### src/rtl/fsync_pkg.sv
package fsync_pkg;

   // Pulse width codes as driven on the width_sel pins.
   typedef enum logic [1:0] {
      FS_W1  = 2'b00,
      FS_W2  = 2'b01,
      FS_W8  = 2'b10,
      FS_W16 = 2'b11
   } fs_width_e;

   // Bits needed to hold the widest pulse (16) plus headroom for a run counter.
   localparam int FS_RUN_W = 5;

   function automatic logic [FS_RUN_W-1:0] fs_width_clks(input fs_width_e sel);
      logic [FS_RUN_W-1:0] n;
      case (sel)
         FS_W1:   n = FS_RUN_W'(1);
         FS_W2:   n = FS_RUN_W'(2);
         FS_W8:   n = FS_RUN_W'(8);
         default: n = FS_RUN_W'(16);
      endcase
      return n;
   endfunction

endpackage

### src/rtl/fsync_cfg_shadow.sv
module fsync_cfg_shadow
   import fsync_pkg::*;
#(
   parameter int CNT_W = 11,
   parameter int OFS_W = 10
) (
   input  logic                clk,
   input  logic                rst_n,
   input  logic                load,
   input  logic [CNT_W-1:0]    len_in,
   input  logic [OFS_W-1:0]    off_in,
   input  fs_width_e           wsel_in,
   output logic [CNT_W-1:0]    len_q,
   output logic [OFS_W-1:0]    off_q,
   output logic [FS_RUN_W-1:0] wclk_q
);

   // Settings are captured only on a frame wrap.
   always_ff @(posedge clk or negedge rst_n) begin
      if (!rst_n) begin
         len_q  <= CNT_W'(2);
         off_q  <= '0;
         wclk_q <= FS_RUN_W'(1);
      end else if (load) begin
         len_q  <= len_in;
         off_q  <= off_in;
         wclk_q <= fs_width_clks(wsel_in);
      end
   end

   // shadowed settings never move between frame wraps
   a_r6_hold_midframe: assert property (@(posedge clk) disable iff (!rst_n)
      !load |=> ($stable(len_q) && $stable(off_q) && $stable(wclk_q)));

endmodule

### src/rtl/fsync_frame_ctr.sv
module fsync_frame_ctr #(
   parameter int CNT_W = 11
) (
   input  logic             clk,
   input  logic             rst_n,
   input  logic [CNT_W-1:0] len_live,
   input  logic [CNT_W-1:0] len_act,
   output logic [CNT_W-1:0] cnt,
   output logic             primed,
   output logic             wrap
);

   logic [CNT_W-1:0] term;

   // The first frame after reset uses the live length; later frames use the shadow.
   always_comb begin
      term = primed ? len_act : len_live;
      wrap = (cnt == term - 1'b1);
   end

   always_ff @(posedge clk or negedge rst_n) begin
      if (!rst_n) begin
         cnt    <= '0;
         primed <= 1'b0;
      end else begin
         cnt    <= wrap ? '0 : cnt + 1'b1;
         primed <= primed | wrap;
      end
   end

   // position never reaches the active frame length
   a_r1_cnt_in_frame: assert property (@(posedge clk) disable iff (!rst_n)
      primed |-> (cnt < len_act));

   // priming happens only on completion of a frame count
   a_r5_prime_on_wrap: assert property (@(posedge clk) disable iff (!rst_n)
      $rose(primed) |-> (cnt == '0));

endmodule

### src/rtl/fsync_window.sv
module fsync_window
   import fsync_pkg::*;
#(
   parameter int CNT_W = 11,
   parameter int OFS_W = 10
) (
   input  logic                clk,
   input  logic                rst_n,
   input  logic [CNT_W-1:0]    cnt,
   input  logic                primed,
   input  logic [OFS_W-1:0]    off,
   input  logic [FS_RUN_W-1:0] wclk,
   output logic                pulse,
   output logic                tick
);

   localparam int EXT_W = CNT_W + 1;

   logic [EXT_W-1:0] lo, hi, pos;

   // The window is bounded by the counter range, so truncation at frame end is inherent.
   always_comb begin
      pos   = EXT_W'(cnt);
      lo    = EXT_W'(off);
      hi    = lo + EXT_W'(wclk);
      pulse = primed && (pos >= lo) && (pos < hi);
      tick  = primed && (cnt == '0);
   end

   // High cycles of fsync seen so far in the current frame (assertion support).
   logic [FS_RUN_W-1:0] run_q;
   always_ff @(posedge clk or negedge rst_n) begin
      if (!rst_n)     run_q <= '0;
      else if (tick)  run_q <= pulse ? FS_RUN_W'(1) : '0;
      else if (pulse) run_q <= run_q + 1'b1;
   end

   // never more high cycles in one frame than the selected width
   a_r2_width_cap: assert property (@(posedge clk) disable iff (!rst_n)
      (pulse && !tick && primed && $past(primed)) |-> (run_q < wclk));

   // a rising pulse starts at the programmed offset
   a_r3_rise_at_offset: assert property (@(posedge clk) disable iff (!rst_n)
      $rose(pulse) |-> (EXT_W'(cnt) == EXT_W'(off)));

   // a nonzero offset never shows a pulse in the first frame cycle
   a_r7_no_wrap: assert property (@(posedge clk) disable iff (!rst_n)
      (tick && (off != '0)) |-> !pulse);

endmodule

### src/rtl/fsync_gen.sv
module fsync_gen
   import fsync_pkg::*;
#(
   parameter int CNT_W   = 11,
   parameter int OFS_W   = 10,
   parameter bit OUT_REG = 1'b0
) (
   input  logic             clk,
   input  logic             rst_n,
   input  logic [CNT_W-1:0] frame_len,
   input  logic [1:0]       width_sel,
   input  logic [OFS_W-1:0] offset,
   output logic             fsync,
   output logic             frame_tick
);

   localparam logic [CNT_W-1:0] MIN_LEN = CNT_W'(2);

   // Elaboration-time parameter checks
   if (CNT_W < 5)      begin : g_bad_cnt $error("fsync_gen: CNT_W must be at least 5"); end
   if (OFS_W < 1)      begin : g_bad_ofs $error("fsync_gen: OFS_W must be at least 1"); end
   if (OFS_W >= CNT_W) begin : g_bad_rel $error("fsync_gen: OFS_W must be below CNT_W"); end

   logic [CNT_W-1:0]    len_cl;
   logic [CNT_W-1:0]    len_act;
   logic [OFS_W-1:0]    off_act;
   logic [FS_RUN_W-1:0] w_act;
   logic [CNT_W-1:0]    cnt;
   logic                primed, wrap;
   logic                pulse_raw, tick_raw;

   assign len_cl = (frame_len < MIN_LEN) ? MIN_LEN : frame_len;

   fsync_frame_ctr #(.CNT_W(CNT_W)) u_ctr (
      .clk      (clk),
      .rst_n    (rst_n),
      .len_live (len_cl),
      .len_act  (len_act),
      .cnt      (cnt),
      .primed   (primed),
      .wrap     (wrap)
   );

   fsync_cfg_shadow #(.CNT_W(CNT_W), .OFS_W(OFS_W)) u_cfg (
      .clk     (clk),
      .rst_n   (rst_n),
      .load    (wrap),
      .len_in  (len_cl),
      .off_in  (offset),
      .wsel_in (fs_width_e'(width_sel)),
      .len_q   (len_act),
      .off_q   (off_act),
      .wclk_q  (w_act)
   );

   fsync_window #(.CNT_W(CNT_W), .OFS_W(OFS_W)) u_win (
      .clk    (clk),
      .rst_n  (rst_n),
      .cnt    (cnt),
      .primed (primed),
      .off    (off_act),
      .wclk   (w_act),
      .pulse  (pulse_raw),
      .tick   (tick_raw)
   );

   // Output variant: straight from registered state, or retimed by one clock.
   if (OUT_REG) begin : g_out_reg
      logic fs_q, tk_q;
      always_ff @(posedge clk or negedge rst_n) begin
         if (!rst_n) begin
            fs_q <= 1'b0;
            tk_q <= 1'b0;
         end else begin
            fs_q <= pulse_raw;
            tk_q <= tick_raw;
         end
      end
      assign fsync      = fs_q;
      assign frame_tick = tk_q;
   end else begin : g_out_comb
      assign fsync      = pulse_raw;
      assign frame_tick = tick_raw;
   end

   // quiet until the first frame count has completed
   a_r5_quiet_first: assert property (@(posedge clk) disable iff (!rst_n)
      !primed |-> (!pulse_raw && !tick_raw));

   // frame marker follows a wrap on the previous edge
   a_r1_tick_after_wrap: assert property (@(posedge clk) disable iff (!rst_n)
      (primed && $past(primed) && $past(wrap)) |-> tick_raw);

   // an offset at or beyond the frame length gives no pulse
   a_r4_offset_beyond: assert property (@(posedge clk) disable iff (!rst_n)
      (primed && (CNT_W'(off_act) >= len_act)) |-> !pulse_raw);

endmodule

### config.mk
export PLATFORM = sky130hd
export DESIGN_NAME = fsync_gen
export DESIGN_NICKNAME = d
export VERILOG_FILES = /design/src/rtl/fsync_pkg.sv /design/src/rtl/fsync_cfg_shadow.sv /design/src/rtl/fsync_frame_ctr.sv /design/src/rtl/fsync_window.sv /design/src/rtl/fsync_gen.sv
export SDC_FILE = /design/constraint.sdc
export NUM_CORES = 1
export LEC_CHECK = 0
export ABC_AREA = 0
export BUFFER_PORTS_ARGS = -buffer_cell sky130_fd_sc_hd__clkbuf_2
export CAP_MARGIN = 10
export CORE_UTILIZATION = 34
export DETAILED_ROUTE_END_ITERATION = 8
export RECOVER_POWER = 50
export SLEW_MARGIN = 20
export SYNTH_ARGS = -nofsm -noshare
export SYNTH_HDL_FRONTEND = slang
export SYNTH_HIERARCHICAL = 1
export SYNTH_SLANG_ARGS = --single-unit
export TNS_END_PERCENT = 1
### constraint.sdc
create_clock -name clk -period 3.6 [get_ports clk]
set_input_delay 0.18 -clock clk [delete_from_list [all_inputs] [get_ports clk]]
set_output_delay 0.18 -clock clk [all_outputs]
set_load 0.02 [all_outputs]
==> flow_summary.ini, run 1 <==
[synthesis]
synth-async-reset-ratio = 1.00
ys_seq_elements = 37
netlist_instances = 305
synth_edf_count = 0
syn_area_per_cell_um2 = 10.1
netlist_area_um2 = 3080
yosysSeqAreaShare = 0.301
synthFlopType = dfrtp_1
ys_types = 57
yosysWarnings = 6
synth_nets = 358

[clocking]
cts_tree = built
cts_sinks = 37
clk_latency_ns = 0.29
cts_made_buffers = 5
clockBufferDepth = 2
clock-root-buffer = clkbuf_8
clk_pin_slew_ns = 0.08
htree_levels = 2

[grt]
grt_pass1_vias = 2243
grt_pass1_wl_mm = 11.1
antenna_found_initial = 0
grt_start_max_net_pins = 38
grt_use_total = 0.145
grt_overflow = 0

[flow_run]
cap_violations = 1

[setup_path]
cp_max_fo = 3
startpoint = u_cfg/off_q[0]
path_class = reg -> out
crit_slowest_cell = dfrtp_1
cp-start-kind = register
slowest_delay_ns = 0.43
cp_cell_sequence = ha_4, fa_2, a21oi_2, o21bai_2, a21oi_2, nor2_1, xnor2_1, ha_1, and3_4, a221oi_2, a21oi_1, nor3b_2, buf_4
critPathRequiredTime_ns = 3.42
worst_ep_arrival_time_ns = 3.20
critPathCaptureType = output port
reg2reg_from = u_ctr/primed
cpMostUsedCell = a21oi_2

[timing]
min_period_over_period = 0.939
hold_viol = 0
fin_ws_ns = 0.219
setup_viol = 0
fin_skew_ns = 0.00516
max-slew-margin-rel = -0.374
setup_tns_ns = 0
fin_crit_ns = 3.38
drv_slew = 38
worstMarginPinSlew_ns = 2.06
rsz0062_at_grt = false
fmax_mhz = 296

[drt]
drt-pass1-iter-count = 4
first_iter_violations = 62
wl_per_cell_um = 15.1
drc = 0
wirelength_mm = 6.52
vias = 2294
via_per_inst = 5.31
final_antenna_net_count = 0

[placed_design]
port_buffers = 26
gp_congestion = 0.782
pre_cts_ws_ns = 0.257
dp_hpwl_mm = 4.74

[die]
die_h_um = 97.2
initial_utilization = 0.352
design.die.area_um2 = 9440
rows = 34
core_area_um2 = 8760
fp.dieW_um = 97.2
pin_count = 27

[finish]
area_delta_synth_final_pct = 9.63
multi_input_area_um2 = 1990
drive_above_1_share = 0.287
seq_area_um2 = 928
antennaDiodeCount = 0
layout.nets = 376
final_common_cell = dfrtp_1
final_cell_mix = dfrtp_1, ha_1, clkbuf_2, xnor2_1, inv_1
fillers = 872

[pwr]
power_density_nw_per_um2 = 477
p_leak_nw = 1.42
worst_ir_drop_vdd_mv = 0.202

[run_status]
violations = max-capacitance violations, max-slew violations
status = finished with violations

[min_path]
worstHoldPathType = in -> reg
min-delay-start = offset[7]
-- timing repair --
action                                  4_1_cts  5_1_grt
endpoints found under the setup margin        1        1
buffers inserted                              0        1
gates resized for setup                       4        5
hold endpoints to repair                      0        0
hold buffers                                  0        0
pin swaps                                     0       12
-- where the power goes --
part	internal (mW)	switching [mW]
registers	0.476	0.122
clock network	0.134	0.160
logic	0.356	0.362
total	0.965	0.645
-- layout make-up --
cell class,count,share of cell area
multi-input combinational,232,0.589
sequential,37,0.275
timing repair buffer,30,0.0511
tap,108,0.0400
clock buffer,5,0.0204
inverter,17,0.0189
clock inverter,3,0.00519
-- cell usage after synthesis (4+ instances only) --
cell | n | area [µm²]
dfrtp_1 | 35 | 876
ha_1 | 27 | 338
xnor2_1 | 21 | 184
inv_1 | 16 | 60.1
nor2_1 | 15 | 56.3
mux2_4 | 14 | 210
a21oi_2 | 12 | 105
nor3_1 | 12 | 60.1
mux2i_1 | 11 | 110
nand3_1 | 11 | 55.1
o21ai_0 | 10 | 50.1
a21oi_1 | 9 | 45.0
clkbuf_1 | 9 | 33.8
xor2_1 | 9 | 78.8
mux2_2 | 8 | 90.1
nand2_1 | 8 | 30.0
nor3b_1 | 8 | 60.1
buf_6 | 6 | 67.6
and3_1 | 4 | 25.0
nand4_1 | 4 | 25.0
-- state kept, by name (all words and copies together) (netlist names) --
name and cells:
u_ctr/primed 1, u_cfg/off_q 10, u_cfg/wclk_q 4, u_cfg/len_q 11, u_ctr/cnt 11
-- critical path: cells and delay by family, from the launching register on --
kind            cells  cell delay, ns
compound gates      5            0.86
xor+xnor            1            0.20
fa+ha+maj           3            0.84
buf+inv             1            0.16
flops               1            0.43
simple gates        3            0.43
-- per-stage QoR --
| step | cell area (µm²) | total power, mW | hold slack [ns] | std cells | utilization |
|---|---|---|---|---|---|
| global placement | 3250 | 1.27 | 0.369 | 423 | 0.371 |
| detailed placement | 3250 | 1.29 | 0.383 | 423 | 0.371 |
| floorplan | 3080 | 1.13 | -0.116 | 305 | - |
| finish | 3380 | 1.61 | 0.115 | 432 | 0.385 |
| global route | 3380 | 1.75 | 0.102 | 432 | 0.385 |
| CTS | 3350 | 1.61 | 0.0605 | 431 | 0.382 |
-- per-layer routing --
| layer | wire (µm) | global-route usage |
|---|---|---|
| met5 | 0 | 0 |
| met4 | 121 | 0.0528 |
| met3 | 160 | 0.0223 |
| met2 | 2950 | 0.223 |
| met1 | 3290 | 0.205 |
-- cells by family after synthesis --
family,Yosys count,synth area share
flip-flops,37,0.301
XOR/XNOR,30,0.0853
AND/OR/NAND/NOR,86,0.167
multiplexers,33,0.133
buffers and inverters,36,0.0658
AO/OA/AOI/OAI,54,0.130
adder cells (fa/ha/maj),28,0.116
other,1,0.00122
-- final timing paths --
path	to	slack, ns	cells after the start
max	fsync	0.22	13
min	u_cfg/off_q[7]	0.11	2
max reg2reg	u_cfg/len_q[8]	0.57	8
min reg2reg	u_cfg/len_q[10]	0.52	1
max in group asynchronous	u_cfg/off_q[7]	1.95	1
min in group asynchronous	u_cfg/len_q[6]	0.46	1
Power figures use the tool's default switching activity.
==> inputs of run 2 (changes only) <==
--- a/config.mk
+++ b/config.mk
@@ -10,7 +10,7 @@
 export CAP_MARGIN = 10
 export CORE_UTILIZATION = 34
 export DETAILED_ROUTE_END_ITERATION = 8
-export RECOVER_POWER = 50
+export RECOVER_POWER = 25
 export SLEW_MARGIN = 20
 export SYNTH_ARGS = -nofsm -noshare
 export SYNTH_HDL_FRONTEND = slang
==> run 2 against run 1 <==
Net effect:
- non-clock buffer count did not move
- clock power barely moved
- the flow still finishes with violations (max-capacitance violations, max-slew violations)
- global-route usage did not move
- highest routed layer unchanged
- sequential cell count did not move
- clock skew did not move
- largest power group unchanged
- sequential share of layout area barely moved
- largest cell class unchanged
==> flow_summary.ini, run 2 (synthesized netlist as in run 1, its figures left out) <==
[clocking]
clk_latency_ns = 0.29
htree_levels = 2
clockBufferDepth = 2
hold_buffers = 0
clk_pin_slew_ns = 0.08
cts_tree = built
cts_made_buffers = 5
cts_sinks = 37
clock-root-buffer = clkbuf_8

[timing]
min_period_over_period = 0.939
setup_tns_ns = 0
hold_ws_ns = 0.115
hold_viol = 0
max-slew-margin-rel = -0.374
fin_crit_ns = 3.38
drv_slew = 38
fin_ws_ns = 0.219
worstMarginPinSlew_ns = 2.06
rsz0062_at_grt = false
setup_viol = 0
fin_skew_ns = 0.00516
fmax_mhz = 296

[finish]
fin_cells = 432
fin_util = 0.385
final_common_cell = dfrtp_1
area_delta_synth_final_pct = 9.67
drive_above_1_share = 0.290
post-route-cell-area_um2 = 3380
fillers = 871
layout.nets = 376
seq_area_um2 = 928
multi_input_area_um2 = 1990
top_regs = u_cfg/len_q: 11 flops, u_ctr/cnt: 11 flops, u_cfg/off_q: 10 flops
final_cell_mix = dfrtp_1, ha_1, clkbuf_2, xnor2_1, inv_1
antennaDiodeCount = 0

[drt]
via_per_inst = 5.31
wirelength_mm = 6.52
wl_met2_mm = 2.95
final_antenna_net_count = 0
wl_per_cell_um = 15.1
met1Wirelength_mm = 3.29
top_layer_used = met4
vias = 2294
drc = 0
first_iter_violations = 62
wl_met3_um = 154
drt-pass1-iter-count = 4

[setup_path]
worst_ep_arrival_time_ns = 3.20
cp_max_fo = 3
critPathRequiredTime_ns = 3.42
cp-start-kind = register
critPathCaptureType = output port
path_class = reg -> out

[run_status]
violations = max-capacitance violations, max-slew violations
status = finished with violations

[placed_design]
gp_congestion = 0.782
place_area_um2 = 3250
port_buffers = 26
dp_hpwl_mm = 4.74
pre_cts_ws_ns = 0.257
placed_cells = 423

[die]
pin_count = 27
rows = 34
initial_utilization = 0.352
fp.dieW_um = 97.2
die_h_um = 97.2
design.die.area_um2 = 9440
core_area_um2 = 8760

[pwr]
power_density_nw_per_um2 = 477
p_leak_nw = 1.42
worst_ir_drop_vdd_mv = 0.202
totalPowerFinal_mw = 1.61

[flow_run]
cap_violations = 1

[grt]
grt_pass1_wl_mm = 11.1
grt_start_max_net_pins = 38
antenna_found_initial = 0
grt_pass1_vias = 2243
grt_overflow = 0
grt_use_total = 0.145

[min_path]
worstHoldPathType = in -> reg
-- run 2: cell counts in the layout (fill, tap and decap cells not counted) --
Identical to the previous run, type by type.
-- run 2: worst paths after layout --
| kind | start | endpoint | slack, ns | depth (start not counted) |
|---|---|---|---|---|
| max | u_cfg/off_q[0] | fsync | 0.22 | 13 |
| min | offset[7] | u_cfg/off_q[7] | 0.11 | 2 |
| min reg2reg | u_cfg/len_q[10] | u_cfg/len_q[10] | 0.52 | 1 |
| max in group asynchronous | rst_n | u_cfg/off_q[7] | 1.95 | 1 |
| min in group asynchronous | rst_n | u_cfg/len_q[6] | 0.46 | 1 |
| max reg2reg | u_ctr/primed | u_cfg/len_q[8] | 0.57 | 8 |
-- run 2: final cells by class --
type / instances / share of cell area
flip-flops and latches: 37 / 0.275
clock inverters: 3 / 0.00519
repair buffers: 30 / 0.0515
inverters: 17 / 0.0189
multi-input cells: 232 / 0.589
clock buffers: 5 / 0.0204
well taps: 108 / 0.0400
-- run 2: worst max-delay path, stage by stage, from the launching register on --
cell and delay, ns:
dfrtp_1 0.43, ha_4 0.18, fa_2 0.38, a21oi_2 0.17, o21bai_2 0.10, a21oi_2 0.20, nor2_1 0.09, xnor2_1 0.20
ha_1 0.28, and3_4 0.17, a221oi_2 0.27, a21oi_1 0.12, nor3b_2 0.17, buf_4 0.16
-- run 2: metal layers --
layer  GRT usage  vias to the layer above
li1            -                     1132
met5           0                        -
met3      0.0223                       10
met4      0.0528                        0
met1       0.205                     1118
met2       0.223                       34
-- run 2: report_power, final --
part	internal, mW	switching (mW)	total, mW
Combinational	0.356	0.362	0.718
Clock	0.134	0.160	0.294
Sequential	0.476	0.122	0.598
Total	0.965	0.645	1.61
-- run 2: timing repair --
action | 4_1_cts | 5_1_grt
cloned | 0 | 0
gates resized for setup | 4 | 5
buffers inserted | 0 | 1
pin swaps | 0 | 12
endpoints found under the setup margin | 1 | 1
